**config.mk**
```make
export PLATFORM = sky130hd
export DESIGN_NAME = ide_timing_window
export DESIGN_NICKNAME = d
export VERILOG_FILES = /design/src/rtl/ide_win_pkg.sv /design/src/rtl/ide_win_unlock.sv /design/src/rtl/ide_win_regs.sv /design/src/rtl/ide_timing_window.sv
export SDC_FILE = /design/constraint.sdc
export NUM_CORES = 1
export LEC_CHECK = 0
export BUFFER_PORTS_ARGS = -buffer_cell sky130_fd_sc_hd__buf_2
export CAP_MARGIN = 20
export CELL_PAD_IN_SITES_DETAIL_PLACEMENT = 1
export CELL_PAD_IN_SITES_GLOBAL_PLACEMENT = 1
export CORE_MARGIN = 2
export CORE_UTILIZATION = 35
export DETAILED_ROUTE_END_ITERATION = 16
export HOLD_SLACK_MARGIN = 0.08
export PLACE_DENSITY = 0.8
export RECOVER_POWER = 50
export SYNTH_ARGS = -nofsm -noshare
export SYNTH_HDL_FRONTEND = slang
export SYNTH_HIERARCHICAL = 1
export SYNTH_SLANG_ARGS = --single-unit
```
**constraint.sdc**
```tcl
create_clock -name clk -period 2.3 [get_ports clk]
set_clock_uncertainty 0.15 [all_clocks]
set_input_delay 0.23 -clock clk [delete_from_list [all_inputs] [get_ports clk]]
set_output_delay 0.23 -clock clk [all_outputs]
set_load 0.02 [all_outputs]
```
**src/rtl/ide_win_pkg.sv**
```systemverilog
`timescale 1ns/1ps
package ide_win_pkg;

    typedef enum logic [1:0] {
        LK_IDLE  = 2'd0,
        LK_ONE   = 2'd1,
        LK_TWO   = 2'd2,
        WIN_OPEN = 2'd3
    } lock_st_e;

    localparam logic [2:0] OFS_RDT   = 3'd0;
    localparam logic [2:0] OFS_WRT   = 3'd1;
    localparam logic [2:0] OFS_KEY   = 3'd2;
    localparam logic [2:0] OFS_CTL   = 3'd3;
    localparam logic [2:0] OFS_STRAP = 3'd5;
    localparam logic [2:0] OFS_MISC  = 3'd6;

    localparam logic [7:0] KEY_OPEN   = 8'h03;
    localparam logic [7:0] KEY_CLOSE  = 8'h83;
    localparam logic [7:0] CTL_COMMIT = 8'h85;

endpackage

```
**src/rtl/ide_win_unlock.sv**
```systemverilog
`timescale 1ns/1ps
module ide_win_unlock
    import ide_win_pkg::*;
(
    input  logic       clk,
    input  logic       rst_n,
    input  logic       acc_valid,
    input  logic       acc_write,
    input  logic       acc_wide,
    input  logic [2:0] acc_addr,
    input  logic [7:0] acc_wdata,
    output logic       win_open,
    output logic       strap_peek
);

    typedef struct packed {
        lock_st_e st;
    } det_t;

    det_t det_d, det_q;

    logic key_rd, key_wr_open, key_wr_close;

    always_comb begin
        key_rd       = !acc_write && acc_wide && (acc_addr == OFS_WRT);
        key_wr_open  = acc_write && !acc_wide && (acc_addr == OFS_KEY) && (acc_wdata == KEY_OPEN);
        key_wr_close = acc_write && !acc_wide && (acc_addr == OFS_KEY) && (acc_wdata == KEY_CLOSE);
        det_d = det_q;
        if (acc_valid) begin
            unique case (det_q.st)
                LK_IDLE:  det_d.st = key_rd ? LK_ONE : LK_IDLE;
                LK_ONE:   det_d.st = key_rd ? LK_TWO : LK_IDLE;
                LK_TWO:   det_d.st = key_wr_open ? WIN_OPEN : LK_IDLE;
                WIN_OPEN: det_d.st = key_wr_close ? LK_IDLE : WIN_OPEN;
                default:  det_d.st = LK_IDLE;
            endcase
        end
    end

    always_ff @(posedge clk) begin
        if (!rst_n) det_q.st <= LK_IDLE;
        else        det_q    <= det_d;
    end

    assign win_open   = (det_q.st == WIN_OPEN);
    assign strap_peek = (det_q.st == LK_TWO);

    AST_OPEN_NEEDS_KEY: assert property (@(posedge clk) disable iff (!rst_n)
        (win_open && !$past(win_open)) |-> $past(acc_valid && acc_write && !acc_wide &&
            acc_addr == OFS_KEY && acc_wdata == KEY_OPEN));

    AST_CLOSE_ON_KEY: assert property (@(posedge clk) disable iff (!rst_n)
        $past(win_open && acc_valid && acc_write && !acc_wide &&
            acc_addr == OFS_KEY && acc_wdata == KEY_CLOSE) |-> !win_open);

endmodule

```
**src/rtl/ide_win_regs.sv**
```systemverilog
`timescale 1ns/1ps
module ide_win_regs
    import ide_win_pkg::*;
#(
    parameter int DW    = 8,
    parameter int NSETS = 2
) (
    input  logic                  clk,
    input  logic                  rst_n,
    input  logic                  wr_en,
    input  logic [2:0]            acc_addr,
    input  logic [DW-1:0]         acc_wdata,
    input  logic                  strap_in,
    output logic [DW-1:0]         reg_rdata,
    output logic [NSETS*DW-1:0]   act_rd,
    output logic [NSETS*DW-1:0]   act_wr,
    output logic [DW/2-1:0]       addr_setup
);

    localparam int SELW = (NSETS > 1) ? $clog2(NSETS) : 1;
    localparam int HW   = DW / 2;

    typedef struct packed {
        logic [NSETS-1:0][DW-1:0] sh_rd;
        logic [NSETS-1:0][DW-1:0] sh_wr;
        logic [NSETS-1:0][DW-1:0] ac_rd;
        logic [NSETS-1:0][DW-1:0] ac_wr;
        logic [DW-1:0]            ctl;
        logic [DW-1:0]            misc;
        logic [HW-1:0]            aset;
    } regs_t;

    regs_t r_d, r_q;
    logic [SELW-1:0] sel;

    always_comb begin
        sel = r_q.misc[SELW-1:0];
        r_d = r_q;
        if (wr_en) begin
            case (acc_addr)
                OFS_RDT:  r_d.sh_rd[sel] = acc_wdata;
                OFS_WRT:  r_d.sh_wr[sel] = acc_wdata;
                OFS_CTL: begin
                    r_d.ctl = acc_wdata;
                    if (acc_wdata == CTL_COMMIT) begin
                        r_d.ac_rd = r_q.sh_rd;
                        r_d.ac_wr = r_q.sh_wr;
                        r_d.aset  = r_q.misc[DW-1:DW-HW];
                    end
                end
                OFS_MISC: r_d.misc = acc_wdata;
                default:  r_d = r_q;
            endcase
        end
    end

    always_comb begin
        case (acc_addr)
            OFS_RDT:   reg_rdata = r_q.sh_rd[sel];
            OFS_WRT:   reg_rdata = r_q.sh_wr[sel];
            OFS_CTL:   reg_rdata = r_q.ctl;
            OFS_STRAP: reg_rdata = {{(DW-1){1'b0}}, strap_in};
            OFS_MISC:  reg_rdata = r_q.misc;
            default:   reg_rdata = '0;
        endcase
    end

    always_ff @(posedge clk) begin
        if (!rst_n) begin
            r_q.sh_rd <= '1;
            r_q.sh_wr <= '1;
            r_q.ac_rd <= '1;
            r_q.ac_wr <= '1;
            r_q.ctl   <= '0;
            r_q.misc  <= '0;
            r_q.aset  <= '0;
        end else begin
            r_q <= r_d;
        end
    end

    assign act_rd     = r_q.ac_rd;
    assign act_wr     = r_q.ac_wr;
    assign addr_setup = r_q.aset;

    AST_COMMIT_ONLY: assert property (@(posedge clk) disable iff (!rst_n)
        !$past(wr_en && acc_addr == OFS_CTL && acc_wdata == CTL_COMMIT) |->
            ($stable(act_rd) && $stable(act_wr) && $stable(addr_setup)));

    AST_SHADOW_HOLD: assert property (@(posedge clk) disable iff (!rst_n)
        !$past(wr_en) |-> ($stable(r_q.sh_rd) && $stable(r_q.sh_wr)));

endmodule

```
**src/rtl/ide_timing_window.sv**
```systemverilog
`timescale 1ns/1ps
module ide_timing_window
    import ide_win_pkg::*;
#(
    parameter int DW    = 8,
    parameter int NSETS = 2
) (
    input  logic                    clk,
    input  logic                    rst_n,
    input  logic                    acc_valid,
    input  logic                    acc_write,
    input  logic                    acc_wide,
    input  logic [2:0]              acc_addr,
    input  logic [DW-1:0]           acc_wdata,
    output logic [DW-1:0]           acc_rdata,
    output logic                    tf_valid,
    output logic                    tf_write,
    output logic                    tf_wide,
    output logic [2:0]              tf_addr,
    output logic [DW-1:0]           tf_wdata,
    input  logic [DW-1:0]           tf_rdata,
    input  logic                    bus_clk_25,
    output logic                    window_open,
    output logic [NSETS*DW/2-1:0]   set_rd_act,
    output logic [NSETS*DW/2-1:0]   set_rd_rec,
    output logic [NSETS*DW/2-1:0]   set_wr_act,
    output logic [NSETS*DW/2-1:0]   set_wr_rec,
    output logic [DW/2-1:0]         addr_setup
);

    localparam int HW = DW / 2;

    logic                  strap_peek, strap_hit, reg_wr;
    logic [DW-1:0]         reg_rdata;
    logic [NSETS*DW-1:0]   act_rd, act_wr;

    ide_win_unlock u_unlock (
        .clk        (clk),
        .rst_n      (rst_n),
        .acc_valid  (acc_valid),
        .acc_write  (acc_write),
        .acc_wide   (acc_wide),
        .acc_addr   (acc_addr),
        .acc_wdata  (acc_wdata[7:0]),
        .win_open   (window_open),
        .strap_peek (strap_peek)
    );

    always_comb begin
        strap_hit = acc_valid && !acc_write && !acc_wide &&
                    (acc_addr == OFS_STRAP) && strap_peek;
        reg_wr    = acc_valid && acc_write && window_open;
        tf_valid  = acc_valid && !window_open && !strap_hit;
        tf_write  = acc_write;
        tf_wide   = acc_wide;
        tf_addr   = acc_addr;
        tf_wdata  = acc_wdata;
        acc_rdata = (window_open || strap_hit) ? reg_rdata : tf_rdata;
    end

    ide_win_regs #(.DW(DW), .NSETS(NSETS)) u_regs (
        .clk        (clk),
        .rst_n      (rst_n),
        .wr_en      (reg_wr),
        .acc_addr   (acc_addr),
        .acc_wdata  (acc_wdata),
        .strap_in   (bus_clk_25),
        .reg_rdata  (reg_rdata),
        .act_rd     (act_rd),
        .act_wr     (act_wr),
        .addr_setup (addr_setup)
    );

    for (genvar s = 0; s < NSETS; s++) begin : g_split
        assign set_rd_act[s*HW +: HW] = act_rd[s*DW+HW +: HW];
        assign set_rd_rec[s*HW +: HW] = act_rd[s*DW +: HW];
        assign set_wr_act[s*HW +: HW] = act_wr[s*DW+HW +: HW];
        assign set_wr_rec[s*HW +: HW] = act_wr[s*DW +: HW];
    end

    AST_TF_SILENT_OPEN: assert property (@(posedge clk) disable iff (!rst_n)
        window_open |-> !tf_valid);

    AST_LOCKED_TIMING_HOLD: assert property (@(posedge clk) disable iff (!rst_n)
        !$past(window_open) |-> ($stable(set_rd_act) && $stable(set_rd_rec) &&
            $stable(set_wr_act) && $stable(set_wr_rec) && $stable(addr_setup)));

endmodule

```
==> out/metrics.yaml <==
critical_path:
  crit_path_end_kind: "primary output"
  cp-start-kind: "register"
  cp_max_fo: 6
  cp.required_ns: 1.92
  reg2reg_from: "u_unlock/det_q[0]"
  critical_path_arrival_ns: 1.90
  worst-setup-path-type: "register to primary output"
  crit_start: "u_regs/r_q[4]"
yosys:
  synth_xor_area_frac: 0
  synth_top_family_by_area: "simple AND/OR/NAND/NOR gates"
  synthArstFlopShare: 0
  synth_mux_area_frac: 0.0531
  synth_compound_area_frac: 0.184
  ys_seq_area_frac: 0.365
  yosys.cell_types.count: 48
  synth-simple-area-share: 0.257
  synth_area_mm2: 0.00471
  syn_avg_cell_area_um2: 8.63
  synth-seq-cells: 86
  yosys_warnings: 6
  syn_nets: 571
  ys.flop_type: "dfxtp_1"
  syn_inst: 546
  synth_edf_count: 0
  synth_fa_ha_area_frac: 0
die:
  die-area_mm2: 0.0144
  row_count: 42
  chipWidth_um: 120
  die_h_um: 120
  initial_core_util: 0.357
  pin_count: 84
  coreArea_mm2: 0.0132
drt:
  wl_met3_um: 761
  drt_wl_total_um: 14900
  wl_met2_um: 7220
  drtIter0Drc: 310
  highest_layer: "met4"
  drc_errors: 0
  ant_nets: 0
  vias: 4325
  m1WireLength_um: 6640
  dr.pass1.iters: 5
  vias_per_cell: 5.83
  wl_per_cell_um: 20.1
cts:
  cts_made_buffers: 9
  clock_path_buffers: 2
  cts_tree: "yes"
  path_clk_slew_ns: 0.06
  clock_sinks: 86
  clkLatencyLatePin_ns: 0.33
  h-tree-depth: 3
  cts_root_buf: "clkbuf_16"
place:
  hpwl_um: 10100
  dpl.cell_count: 719
  gp_congestion: 0.838
  io_buffer_count: 83
  placed_cell_area_mm2: 0.00488
grt:
  grt_antenna_before_repair: 0
  grt_pass1_wl_um: 23100
  grt_max_degree: 42
  track_usage: 0.203
  first_global_vias: 4309
  grt_overflow: 0
worst_hold_path:
  hold_class: "input port to register"
  min-delay-start: "acc_wdata[0]"
sta:
  setup_viol: 0
  tightestPinTransition_ns: 0.830
  slew_violations: 0
  fmaxAchievable_mhz: 439
  hold_viol_final: 0
  setup_tns_ns: 0
  rsz0062_at_grt: "yes"
  layout_min_cycle_time_ns: 2.28
  fin_crit_sh: 0.990
  relSlewSlack: 0.447
cells_and_area:
  n_fill_cell: 1558
  post-route-util: 0.400
  drive_above_1_share: 0.316
  final_nets: 587
  layout_commonest_cell: "dfxtp_1"
  layout_common_cells: "84 x dfxtp_1, 73 x buf_2, 64 x nand3_1, 42 x nand2_1, 39 x o21ai_0"
  instances_no_fill: 742
  syn_to_final_growth_pct: 12.0
  fin_area_mm2: 0.00528
  antenna_cells: 0
power:
  ir_drop_uv: 286
  power_density_mw_per_mm2: 581
  p_total_mw: 3.07
  p_leak_nw: 1.73
job:
  maxCapViolations: 0
status:
  outcome: "finished, final reports clean"
==> kinds of logic after synthesis <==
| group | after synthesis |
|---|---|
| AO/OA/AOI/OAI | 144 |
| buffers and inverters | 112 |
| flip-flops | 86 |
| multiplexers | 23 |
| AND/OR/NAND/NOR | 181 |
==> stage by stage <==
stage               setup slack, ns  hold WS, ns
floorplan                     0.171        0.190
global placement              0.105        0.293
detailed placement         -0.00267        0.300
CTS                         0.00520       0.0972
global route                -0.0123        0.134
finish                       0.0232       0.0964
==> final cells by class <==
type                            instances  area (µm²)  share of cell area
Multi-Input combinational cell        348        2400               0.454
Clock buffer                           11         243              0.0459
Clock inverter                          4        23.8             0.00450
Inverter                                3        11.3             0.00213
Timing Repair Buffer                  114         659               0.125
Sequential cell                        86        1730               0.327
Tap cell                              176         220              0.0417
==> synthesized netlist by cell type, types with 2 or more instances <==
cell,n,area (µm²)
nand3b_1,3,22.5
buf_8,2,30.0
o221ai_1,7,61.3
mux2_2,16,180
nand2b_1,3,18.8
a21oi_1,21,105
o21ai_0,39,195
nor4_1,6,37.5
nand4b_1,3,26.3
dfxtp_1,86,1720
and4bb_1,3,37.5
a41oi_2,2,32.5
nand4_1,4,25.0
nand2_1,42,158
nor3b_1,3,22.5
o21ai_1,27,135
o31ai_1,4,30.0
buf_2,8,40.0
and4b_1,3,30.0
buf_4,50,375
nor2b_1,6,37.5
clkbuf_1,45,169
nand3_1,64,320
nor4_2,26,325
a22oi_1,7,52.6
a31oi_1,32,200
buf_6,3,33.8
nor4_4,2,42.5
inv_1,3,11.3
nor2_1,2,7.51
mux2i_1,7,70.1
==> critical path: stages (launching register included) <==
cell and delay (ns):
dfxtp_4 0.40, buf_4 0.12, buf_4 0.17, mux2i_1 0.31, o221ai_2 0.15, mux2_2 0.27, buf_2 0.16
==> path summary, 6_finish.rpt <==
check / endpoint / slack [ns] / cells past startpoint
worst min-delay path: u_regs/r_q[4] / 0.1 / 3
worst min register to register: u_regs/r_q[5] / 0.31 / 2
worst max-delay path: acc_rdata[1] / 0.02 / 6
worst max register to register: u_regs/r_q[73] / 0.11 / 6
==> flip-flops by register name (all words and copies together), names as in the netlist <==
signal / cells
u_regs/r_q: 48
u_regs/act_rd: 16
u_regs/act_wr: 16
u_regs/addr_setup: 4
u_unlock/det_q: 2
==> layer usage <==
| metal | up-vias | track usage |
|---|---|---|
| li1 | 1992 | - |
| met1 | 2151 | 0.265 |
| met2 | 163 | 0.340 |
| met3 | 19 | 0.0333 |
| met4 | 0 | 0.0669 |
| met5 | - | 0 |
==> what timing repair did <==
item / in CTS / in global routing
gates resized for setup: 4 / 19
endpoints found under the hold margin: 2 / 0
endpoints found under the setup margin: 13 / 23
pin swaps: 1 / 2
buffers inserted: 1 / 6
hold buffers: 1 / 0
==> report_power, final <==
part | total, mW | leakage [nW] | switching (mW) | internal, mW
clock | 1.33 | 0.135 | 0.577 | 0.752
sequential | 1.49 | 0.697 | 0.00183 | 1.49
combinational | 0.250 | 0.902 | 0.176 | 0.0742
No activity file was read; power rests on OpenSTA's default activity.
